--- src/rtl/strap_pkg.sv ---
`timescale 1ns/1ps
package strap_pkg;
  localparam int BOOTM_HI   = 19;
  localparam int BOOTM_LO   = 16;
  localparam int CLKSEL_BIT = 15;
  localparam int GPCFG_HI   = 14;
  localparam int GPCFG_LO   = 12;

  localparam int PEN_HOST = 0;
  localparam int PEN_EROM = 1;
  localparam int PEN_I2C  = 2;
  localparam int PEN_PCI  = 3;
  localparam int PEN_SRIO = 4;
  localparam int PEN_MIN  = 5;

  typedef enum logic [2:0] {
    BOOT_NONE = 3'd0,
    BOOT_HOST = 3'd1,
    BOOT_EROM = 3'd2,
    BOOT_I2CM = 3'd3,
    BOOT_I2CS = 3'd4,
    BOOT_PCI  = 3'd5,
    BOOT_SRIO = 3'd6
  } boot_src_e;

  typedef struct packed {
    boot_src_e src;
    logic      clk_sel;
    logic      cfg_err;
    logic      rsvd;
  } boot_dec_t;
endpackage

--- src/rtl/strap_sync.sv ---
`timescale 1ns/1ps
module strap_sync #(
  parameter int W      = 23,
  parameter int STAGES = 2
) (
  input  logic         clk,
  input  logic [W-1:0] d,
  output logic [W-1:0] q
);
  logic [W-1:0] stg [STAGES];

  always_ff @(posedge clk) stg[0] <= d;

  for (genvar g = 1; g < STAGES; g++) begin : g_stage
    always_ff @(posedge clk) stg[g] <= stg[g-1];
  end

  assign q = stg[STAGES-1];
endmodule

--- src/rtl/strap_capture.sv ---
`timescale 1ns/1ps
module strap_capture #(
  parameter int W = 23
) (
  input  logic         clk,
  input  logic         rst,
  input  logic [W-1:0] d,
  output logic [W-1:0] q
);
  always_ff @(posedge clk) begin
    if (rst) q <= d;
  end
endmodule

--- src/rtl/pad_turnaround.sv ---
`timescale 1ns/1ps
module pad_turnaround #(
  parameter int ADDR_W = 20,
  parameter int BANK_W = 2
) (
  input  logic              clk,
  input  logic              rst,
  input  logic [ADDR_W-1:0] addr_i,
  input  logic [BANK_W-1:0] bank_i,
  output logic [ADDR_W-1:0] addr_o,
  output logic [BANK_W-1:0] bank_o,
  output logic              oe_o,
  output logic              stat_o
);
  always_ff @(posedge clk) begin
    addr_o <= addr_i;
    bank_o <= bank_i;
  end

  always_ff @(posedge clk) begin
    if (rst) begin
      oe_o   <= 1'b0;
      stat_o <= 1'b0;
    end else begin
      oe_o   <= 1'b1;
      stat_o <= 1'b1;
    end
  end
endmodule

--- src/rtl/boot_decoder.sv ---
`timescale 1ns/1ps
module boot_decoder
  import strap_pkg::*;
#(
  parameter int ADDR_W   = 20,
  parameter int PERIPH_N = 8
) (
  input  logic                clk,
  input  logic                rst,
  input  logic [ADDR_W-1:0]   addr_straps,
  output boot_dec_t           dec_o,
  output logic [PERIPH_N-1:0] auto_en_o
);
  logic [3:0]          mode;
  logic [2:0]          gpcfg;
  boot_dec_t           dec_d;
  logic [PERIPH_N-1:0] en_d;

  assign mode  = addr_straps[BOOTM_HI:BOOTM_LO];
  assign gpcfg = addr_straps[GPCFG_HI:GPCFG_LO];

  always_comb begin
    dec_d         = '0;
    dec_d.src     = BOOT_NONE;
    dec_d.clk_sel = addr_straps[CLKSEL_BIT];
    case (mode)
      4'b0000: dec_d.src = BOOT_NONE;
      4'b0001: dec_d.src = BOOT_HOST;
      4'b0010,
      4'b0011: dec_d.rsvd = 1'b1;
      4'b0100: dec_d.src = BOOT_EROM;
      4'b0101: dec_d.src = BOOT_I2CM;
      4'b0110: dec_d.src = BOOT_I2CS;
      4'b0111: begin
        if (gpcfg == 3'b000) dec_d.src = BOOT_PCI;
        else                 dec_d.cfg_err = 1'b1;
      end
      default: dec_d.src = BOOT_SRIO;
    endcase
  end

  always_comb begin
    en_d = '0;
    case (dec_d.src)
      BOOT_HOST:            en_d[PEN_HOST] = 1'b1;
      BOOT_EROM:            en_d[PEN_EROM] = 1'b1;
      BOOT_I2CM, BOOT_I2CS: en_d[PEN_I2C]  = 1'b1;
      BOOT_PCI:             en_d[PEN_PCI]  = 1'b1;
      BOOT_SRIO:            en_d[PEN_SRIO] = 1'b1;
      default:              en_d = '0;
    endcase
  end

  always_ff @(posedge clk) begin
    if (rst) begin
      dec_o     <= '0;
      auto_en_o <= '0;
    end else begin
      dec_o     <= dec_d;
      auto_en_o <= en_d;
    end
  end
endmodule

--- src/rtl/periph_enable.sv ---
`timescale 1ns/1ps
module periph_enable #(
  parameter int PERIPH_N = 8
) (
  input  logic                clk,
  input  logic                rst,
  input  logic                open_i,
  input  logic                wr_i,
  input  logic [PERIPH_N-1:0] wdata_i,
  input  logic [PERIPH_N-1:0] auto_en_i,
  output logic [PERIPH_N-1:0] en_o
);
  logic [PERIPH_N-1:0] sw_q;

  always_ff @(posedge clk) begin
    if (rst)                 sw_q <= '0;
    else if (wr_i && open_i) sw_q <= wdata_i;
  end

  assign en_o = sw_q | auto_en_i;
endmodule

--- src/rtl/strap_boot_ctrl.sv ---
`timescale 1ns/1ps
module strap_boot_ctrl
  import strap_pkg::*;
#(
  parameter int ADDR_W      = 20,
  parameter int BANK_W      = 2,
  parameter int PERIPH_N    = 8,
  parameter int SYNC_STAGES = 2
) (
  input  logic                     clk,
  input  logic                     rst,
  input  logic [ADDR_W-1:0]        cfg_addr_pad_i,
  input  logic [BANK_W-1:0]        cfg_bank_pad_i,
  input  logic                     pci_en_pad_i,
  input  logic [ADDR_W-1:0]        mem_addr_i,
  input  logic [BANK_W-1:0]        mem_bank_i,
  output logic [ADDR_W-1:0]        mem_addr_pad_o,
  output logic [BANK_W-1:0]        mem_bank_pad_o,
  output logic                     pad_oe_o,
  output logic                     rst_stat_o,
  input  logic                     sw_wr_i,
  input  logic [PERIPH_N-1:0]      sw_wdata_i,
  output logic [ADDR_W+BANK_W-1:0] straps_o,
  output logic                     pci_en_o,
  output logic [2:0]               boot_src_o,
  output logic                     clk_sel_o,
  output logic                     cfg_err_o,
  output logic                     rsvd_o,
  output logic [PERIPH_N-1:0]      periph_en_o
);
  localparam int STRAP_W = ADDR_W + BANK_W + 1;

  logic [STRAP_W-1:0]  pad_raw;
  logic [STRAP_W-1:0]  pad_sync;
  logic [STRAP_W-1:0]  latched;
  boot_dec_t           dec;
  logic [PERIPH_N-1:0] auto_en;

  assign pad_raw = {cfg_addr_pad_i, cfg_bank_pad_i, pci_en_pad_i};

  strap_sync #(.W(STRAP_W), .STAGES(SYNC_STAGES)) u_sync (
    .clk (clk),
    .d   (pad_raw),
    .q   (pad_sync)
  );

  strap_capture #(.W(STRAP_W)) u_cap (
    .clk (clk),
    .rst (rst),
    .d   (pad_sync),
    .q   (latched)
  );

  pad_turnaround #(.ADDR_W(ADDR_W), .BANK_W(BANK_W)) u_pad (
    .clk    (clk),
    .rst    (rst),
    .addr_i (mem_addr_i),
    .bank_i (mem_bank_i),
    .addr_o (mem_addr_pad_o),
    .bank_o (mem_bank_pad_o),
    .oe_o   (pad_oe_o),
    .stat_o (rst_stat_o)
  );

  boot_decoder #(.ADDR_W(ADDR_W), .PERIPH_N(PERIPH_N)) u_dec (
    .clk         (clk),
    .rst         (rst),
    .addr_straps (latched[STRAP_W-1 -: ADDR_W]),
    .dec_o       (dec),
    .auto_en_o   (auto_en)
  );

  periph_enable #(.PERIPH_N(PERIPH_N)) u_pen (
    .clk       (clk),
    .rst       (rst),
    .open_i    (rst_stat_o),
    .wr_i      (sw_wr_i),
    .wdata_i   (sw_wdata_i),
    .auto_en_i (auto_en),
    .en_o      (periph_en_o)
  );

  assign straps_o   = latched[STRAP_W-1:1];
  assign pci_en_o   = latched[0];
  assign boot_src_o = dec.src;
  assign clk_sel_o  = dec.clk_sel;
  assign cfg_err_o  = dec.cfg_err;
  assign rsvd_o     = dec.rsvd;
endmodule

--- config.mk ---
export PLATFORM = sky130hd
export DESIGN_NAME = strap_boot_ctrl
export DESIGN_NICKNAME = d
export VERILOG_FILES = /design/src/rtl/strap_pkg.sv /design/src/rtl/strap_sync.sv /design/src/rtl/strap_capture.sv /design/src/rtl/pad_turnaround.sv /design/src/rtl/boot_decoder.sv /design/src/rtl/periph_enable.sv /design/src/rtl/strap_boot_ctrl.sv
export SDC_FILE = /design/constraint.sdc
export NUM_CORES = 1
export LEC_CHECK = 0
export BUFFER_PORTS_ARGS = -buffer_cell sky130_fd_sc_hd__buf_4
export CAP_MARGIN = 20
export CORE_UTILIZATION = 30
export CTS_CLUSTER_SIZE = 28
export DETAILED_ROUTE_END_ITERATION = 12
export PLACE_DENSITY = 0.6
export SLEW_MARGIN = 40
export SYNTH_ARGS = -nofsm -noshare
export SYNTH_HDL_FRONTEND = slang
export SYNTH_SLANG_ARGS = --single-unit
--- constraint.sdc ---
create_clock -name clk -period 3.9 [get_ports clk]
set_clock_uncertainty 0.2 [all_clocks]
set_input_delay 0.585 -clock clk [delete_from_list [all_inputs] [get_ports clk]]
set_output_delay 0.585 -clock clk [all_outputs]
set_load 0.02 [all_outputs]
==> results of run 1 <==
[area by class of cell]
class	count	area (µm²)
clock buffer	9	124
clock inverter	7	53.8
fill	853	5230
inverter	2	7.51
multi-input combinational	48	322
sequential	111	2450
tap	111	139
timing repair buffer	116	871
[metrics by stage]
| stage | hold WS (ns) | cell area (µm²) | power [W] |
|---|---|---|---|
| 3_5_place_dp | 0.112 | 3790 | 0.00144 |
| 5_1_grt | 0.0818 | 3970 | 0.00212 |
| 6_report | 0.118 | 3970 | 0.00203 |
| 2_1_floorplan | 0.110 | 2840 | 0.00134 |
| 4_1_cts | 0.0887 | 3970 | 0.00207 |
| 3_3_place_gp | 0.110 | 3790 | 0.00144 |
[final timing paths]
kind	slack [ns]	endpoint	from	cells past startpoint
max	1.81	rst_stat_o	u_pad.oe_o	1
min	0.12	u_sync.stg[0][8]	cfg_addr_pad_i[5]	1
max reg2reg	2.41	u_dec.dec_o[5]	u_cap.q[16]	2
min reg2reg	0.13	u_sync.stg[1][7]	u_sync.stg[0][7]	0
[power by group]
group / internal [W] / switching (W)
registers: 0.00123 / 0.0000210
clock network: 0.000240 / 0.000376
logic: 0.0000855 / 0.0000757
total: 0.00156 / 0.000473
[cell families after synthesis]
logic type / count (synthesis) / synth area share (%)
simple gates: 27 / 5.94
xor+xnor: 1 / 0.308
flops: 111 / 86.2
compound gates: 20 / 5.06
buf+inv: 13 / 2.46
[cell usage after synthesis (all sizes together)]
cell type | instances | area (µm²)
dfxtp | 88 | 1760
edfxtp | 23 | 691
a21oi | 11 | 55.1
a21bo | 8 | 80.1
nand3 | 8 | 40.0
buf | 7 | 47.6
or2 | 5 | 31.3
clkbuf | 4 | 15.0
nor3 | 3 | 15.0
inv | 2 | 7.51
nor2 | 2 | 7.51
or3b | 2 | 20.0
a311oi | 1 | 8.76
nand2 | 1 | 3.75
nor2b | 1 | 6.26
nor3b | 1 | 12.5
nor4b | 1 | 8.76
or2b | 1 | 7.51
or3 | 1 | 6.26
or4b | 1 | 10.0
xnor2 | 1 | 8.76
[routing by layer]
metal | global-route usage, % | wire, µm | vias to the layer above
li1 | - | - | 806
met1 | 10.9 | 1970 | 725
met2 | 15.1 | 2150 | 78
met3 | 4.15 | 428 | 11
met4 | 6.79 | 110 | 0
met5 | 0 | 0 | -
[worst register-to-register path, delay by kind of cell (launching register included)]
kind | cells | cell delay (ns)
DFF | 1 | 0.42
and+or+nand+nor | 1 | 0.43
AOI/OAI and AO/OA | 1 | 0.34
[flip-flops by register name (all words and copies together) (netlist names)]
name and flops:
u_dec.auto_en_o 5, u_dec.dec_o 6, u_pad.bank_o 2, u_pen.sw_q 8
u_sync.stg 46, u_pad.oe_o 1, u_cap.q 23, u_pad.addr_o 20
==> impl_metrics.yaml, run 1 <==
clocking:
  cts.repair.resized: 0
  numCtsBuffers: 9
  postCtsSetupBuffers: 0
  tritoncts: "done"
  clockBufferDepth: 2
  cts.clk_slew.worst_paths_ns: 0.10
  cts_root_buf: "clkbuf_8"
  clock_sinks: 111
  insertion_delay_ns: 0.36
  hold_buffers: 0
  htreeDepth: 3
setup_path:
  path_buf_inv: 1
  cp_max_fo: 18
  criticalPathCategory: "reg -> out"
  crit_chain: "buf_4"
  crit_family: "flip-flops"
  slowest_stage: "dfxtp_1"
  start_kind: "flop"
  slowest_delay_ns: 0.70
  crit_arrival_ns: 1.30
  cp.required_ns: 3.12
  worstSetupEndpointType: "output pin"
finish:
  diodes: 0
  stdcell_count: 404
  area_growth_pct: 39.6
  final_common_cell: "buf_4"
  layout_common_cells: "buf_4, dfxtp_1, edfxtp_1"
  drive_gt1_share_pct: 49.5
  nets: 344
  final_core_util_pct: 43.2
die:
  die_h_um: 99.4
  ios: 117
  fp.dieArea_um2: 9870
  rows: 35
  initial_core_util_pct: 30.9
  core_area_um2: 9200
  die_x_um: 99.4
place:
  port_buffers: 116
  dp_cells: 388
  dp_slack_ns: 2.09
  gp_congestion: 0.676
  hpwl_um: 3290
job:
  maxCapViolations: 0
sta:
  tns_ns: 0
  fmax_mhz: 479
  worst_pin_slew_ns: 0.579
  slew_violations: 0
  setup_ws_ns: 1.81
  max_slew_margin_pct: 61.3
  finalHoldViolations: 0
  finalCritPeriodShare_pct: 53.5
  setup_violations: 0
  period_minus_slack_ns: 2.09
  rsz0062_at_grt: "no"
detailed_routing:
  vias_per_cell: 4.01
  drtIter0Drc: 42
  avgRoutedWirePerCell_um: 11.5
  ant_nets: 0
  drtPass1Iterations: 4
  routed_wl_um: 4660
  vias: 1620
  drc: 0
synthesis:
  ys_ff_latch: 111
  synth_fp_nets: 228
  netlist_area_um2: 2840
  syn_inst: 172
  ys_warn_count: 0
  synth_area_per_cell_um2: 16.5
  ys_seq_area_share_pct: 86.2
  synth_cell_types: 23
global_routing:
  grtUsageTotal_pct: 9.76
  grt_pass1_vias: 1605
  grt_max_degree: 40
  overflow: 0
  grt_pass1_wl_um: 7210
  antenna_found_initial: 0
hold_path:
  hold_path.class: "in -> reg"
pwr:
  cellPowerDensity_nw_per_um2: 511
  power_leakage_nw: 1.74
  ir_worst_vdd_mv: 0.226
status:
  run_status: "finished, final reports clean"
Note: power is estimated with default switching activity, not from simulation.
==> run 2, diff against run 1 <==
Clock period 3.9 ns to 2.05 ns, I/O delays scaled along.
==> impl_metrics.yaml, run 2 (synthesis results as in run 1) <==
pwr:
  power_leakage_nw: 1.97
  cellPowerDensity_nw_per_um2: 903
  ir_worst_vdd_mv: 0.403
sta:
  slew_violations: 0
  holdWs_ns: 0.0262
  rsz0062_at_grt: "no"
  setup_violations: 0
  worst_pin_slew_ns: 0.345
  tns_ns: 0
  finalCritPeriodShare_pct: 79.5
  finalHoldViolations: 0
  period_minus_slack_ns: 1.63
  max_slew_margin_pct: 76.9
  fmax_mhz: 614
setup_path:
  criticalPathCategory: "reg -> out"
  crit_chain: "or2_2 > buf_4"
  rr_worst_depth: 2
  slowest_delay_ns: 0.32
  cp_max_fo: 2
  worstSetupEndpointType: "output pin"
  reg2reg_from: "u_cap.q[16]"
  rr_endpoint: "u_dec.dec_o[5]"
  slowest_stage: "dfxtp_1"
  critical_path.endpoint: "periph_en_o[1]"
  cp.required_ns: 1.54
  crit_arrival_ns: 1.12
  critPathLaunch: "u_pen.sw_q[1]"
  ff2ff_setup_slack_ns: 0.61
  start_kind: "flop"
finish:
  final_common_cell: "buf_4"
  diodes: 0
  largest_reg_flops: 46
  area_growth_pct: 59.1
  top_regs: "u_sync.stg (46), u_cap.q (23), u_pad.addr_o (20)"
  drive_gt1_share_pct: 42.5
  final.fill_count: 821
  regMostFlops: "u_sync.stg"
  nets: 397
  layout_common_cells: "buf_4, dfxtp_1, dlygate4sd3_1"
  final_core_util_pct: 49.2
die:
  die_x_um: 99.4
  core_area_um2: 9200
  rows: 35
  ios: 117
  initial_core_util_pct: 30.9
  die_h_um: 99.4
  fp.dieArea_um2: 9870
detailed_routing:
  drtPass1Iterations: 6
  routed_wl_um: 5130
  avgRoutedWirePerCell_um: 11.2
  ant_nets: 0
  drc: 0
  vias_per_cell: 3.95
  drtIter0Drc: 34
  vias: 1805
global_routing:
  overflow: 0
  antenna_found_initial: 0
  grt_pass1_vias: 1719
  grtUsageTotal_pct: 10.5
  grt_pass1_wl_um: 7710
  grt_max_degree: 28
clocking:
  postCtsSetupBuffers: 0
  numCtsBuffers: 9
  clockBufferDepth: 2
  cts_root_buf: "clkbuf_8"
  htreeDepth: 3
  tritoncts: "done"
  clock_sinks: 111
  insertion_delay_ns: 0.35
  cts.clk_slew.worst_paths_ns: 0.09
status:
  run_status: "finished, final reports clean"
hold_path:
  hold_path.class: "in -> reg"
job:
  maxCapViolations: 0
place:
  port_buffers: 116
  gp_congestion: 0.680
run 2: layer usage:
layer	vias up	global-route usage, %	part of all wire, %
met5	-	0	0
met1	806	11.7	42
met2	76	16.9	48
li1	911	-	-
met3	12	4.50	8.3
met4	0	6.11	1.9
run 2: cell type report:
class,instances,area (µm²),area share [%]
clock inverters,4,51.3,1.13
clock buffers,12,156,3.46
well taps,111,139,3.07
multi-input cells,48,322,7.11
inverters,2,7.51,0.166
repair buffers,169,1400,30.9
flip-flops and latches,111,2450,54.2
run 2: power breakdown:
part	switching, W	internal, W	leakage [nW]
clock	0.000670	0.000643	0.102
combinational	0.000163	0.000228	0.909
sequential	0.0000380	0.00234	0.963
run 2: critical path: cells and delay by family, from the launching register on:
kind	cells	cell delay, ns
simple gates	1	0.29
buf+inv	1	0.16
flops	1	0.32
run 2: worst min-delay path by stage:
stage                 startpoint                end  slack, ns  cells after the start
2_1_floorplan   u_sync.stg[0][0]   u_sync.stg[1][0]       0.11                      0
3_3_place_gp    u_sync.stg[0][4]   u_sync.stg[1][4]       0.11                      0
3_5_place_dp   u_sync.stg[0][21]  u_sync.stg[1][21]       0.11                      0
4_1_cts            sw_wdata_i[4]      u_pen.sw_q[4]      0.004                      3
5_1_grt            sw_wdata_i[3]      u_pen.sw_q[3]       0.01                      3
6_report           sw_wdata_i[4]      u_pen.sw_q[4]       0.03                      3
run 2: timing repair:
| item | in CTS | in global routing |
|---|---|---|
| hold endpoints to repair | 51 | 0 |
| hold buffers | 51 | 0 |
| resized for setup | 0 | 0 |
run 2: through the flow:
step                      power [W]  setup WS [ns]  instances  instance area (µm²)
final                       0.00408          0.421        457                 4520
after global routing        0.00426          0.338        457                 4520
after CTS                   0.00414          0.385        457                 4520
after detailed placement    0.00275          0.579        390                 3810
after global placement      0.00274          0.618        390                 3810
after floorplan             0.00255          0.626        172                 2840
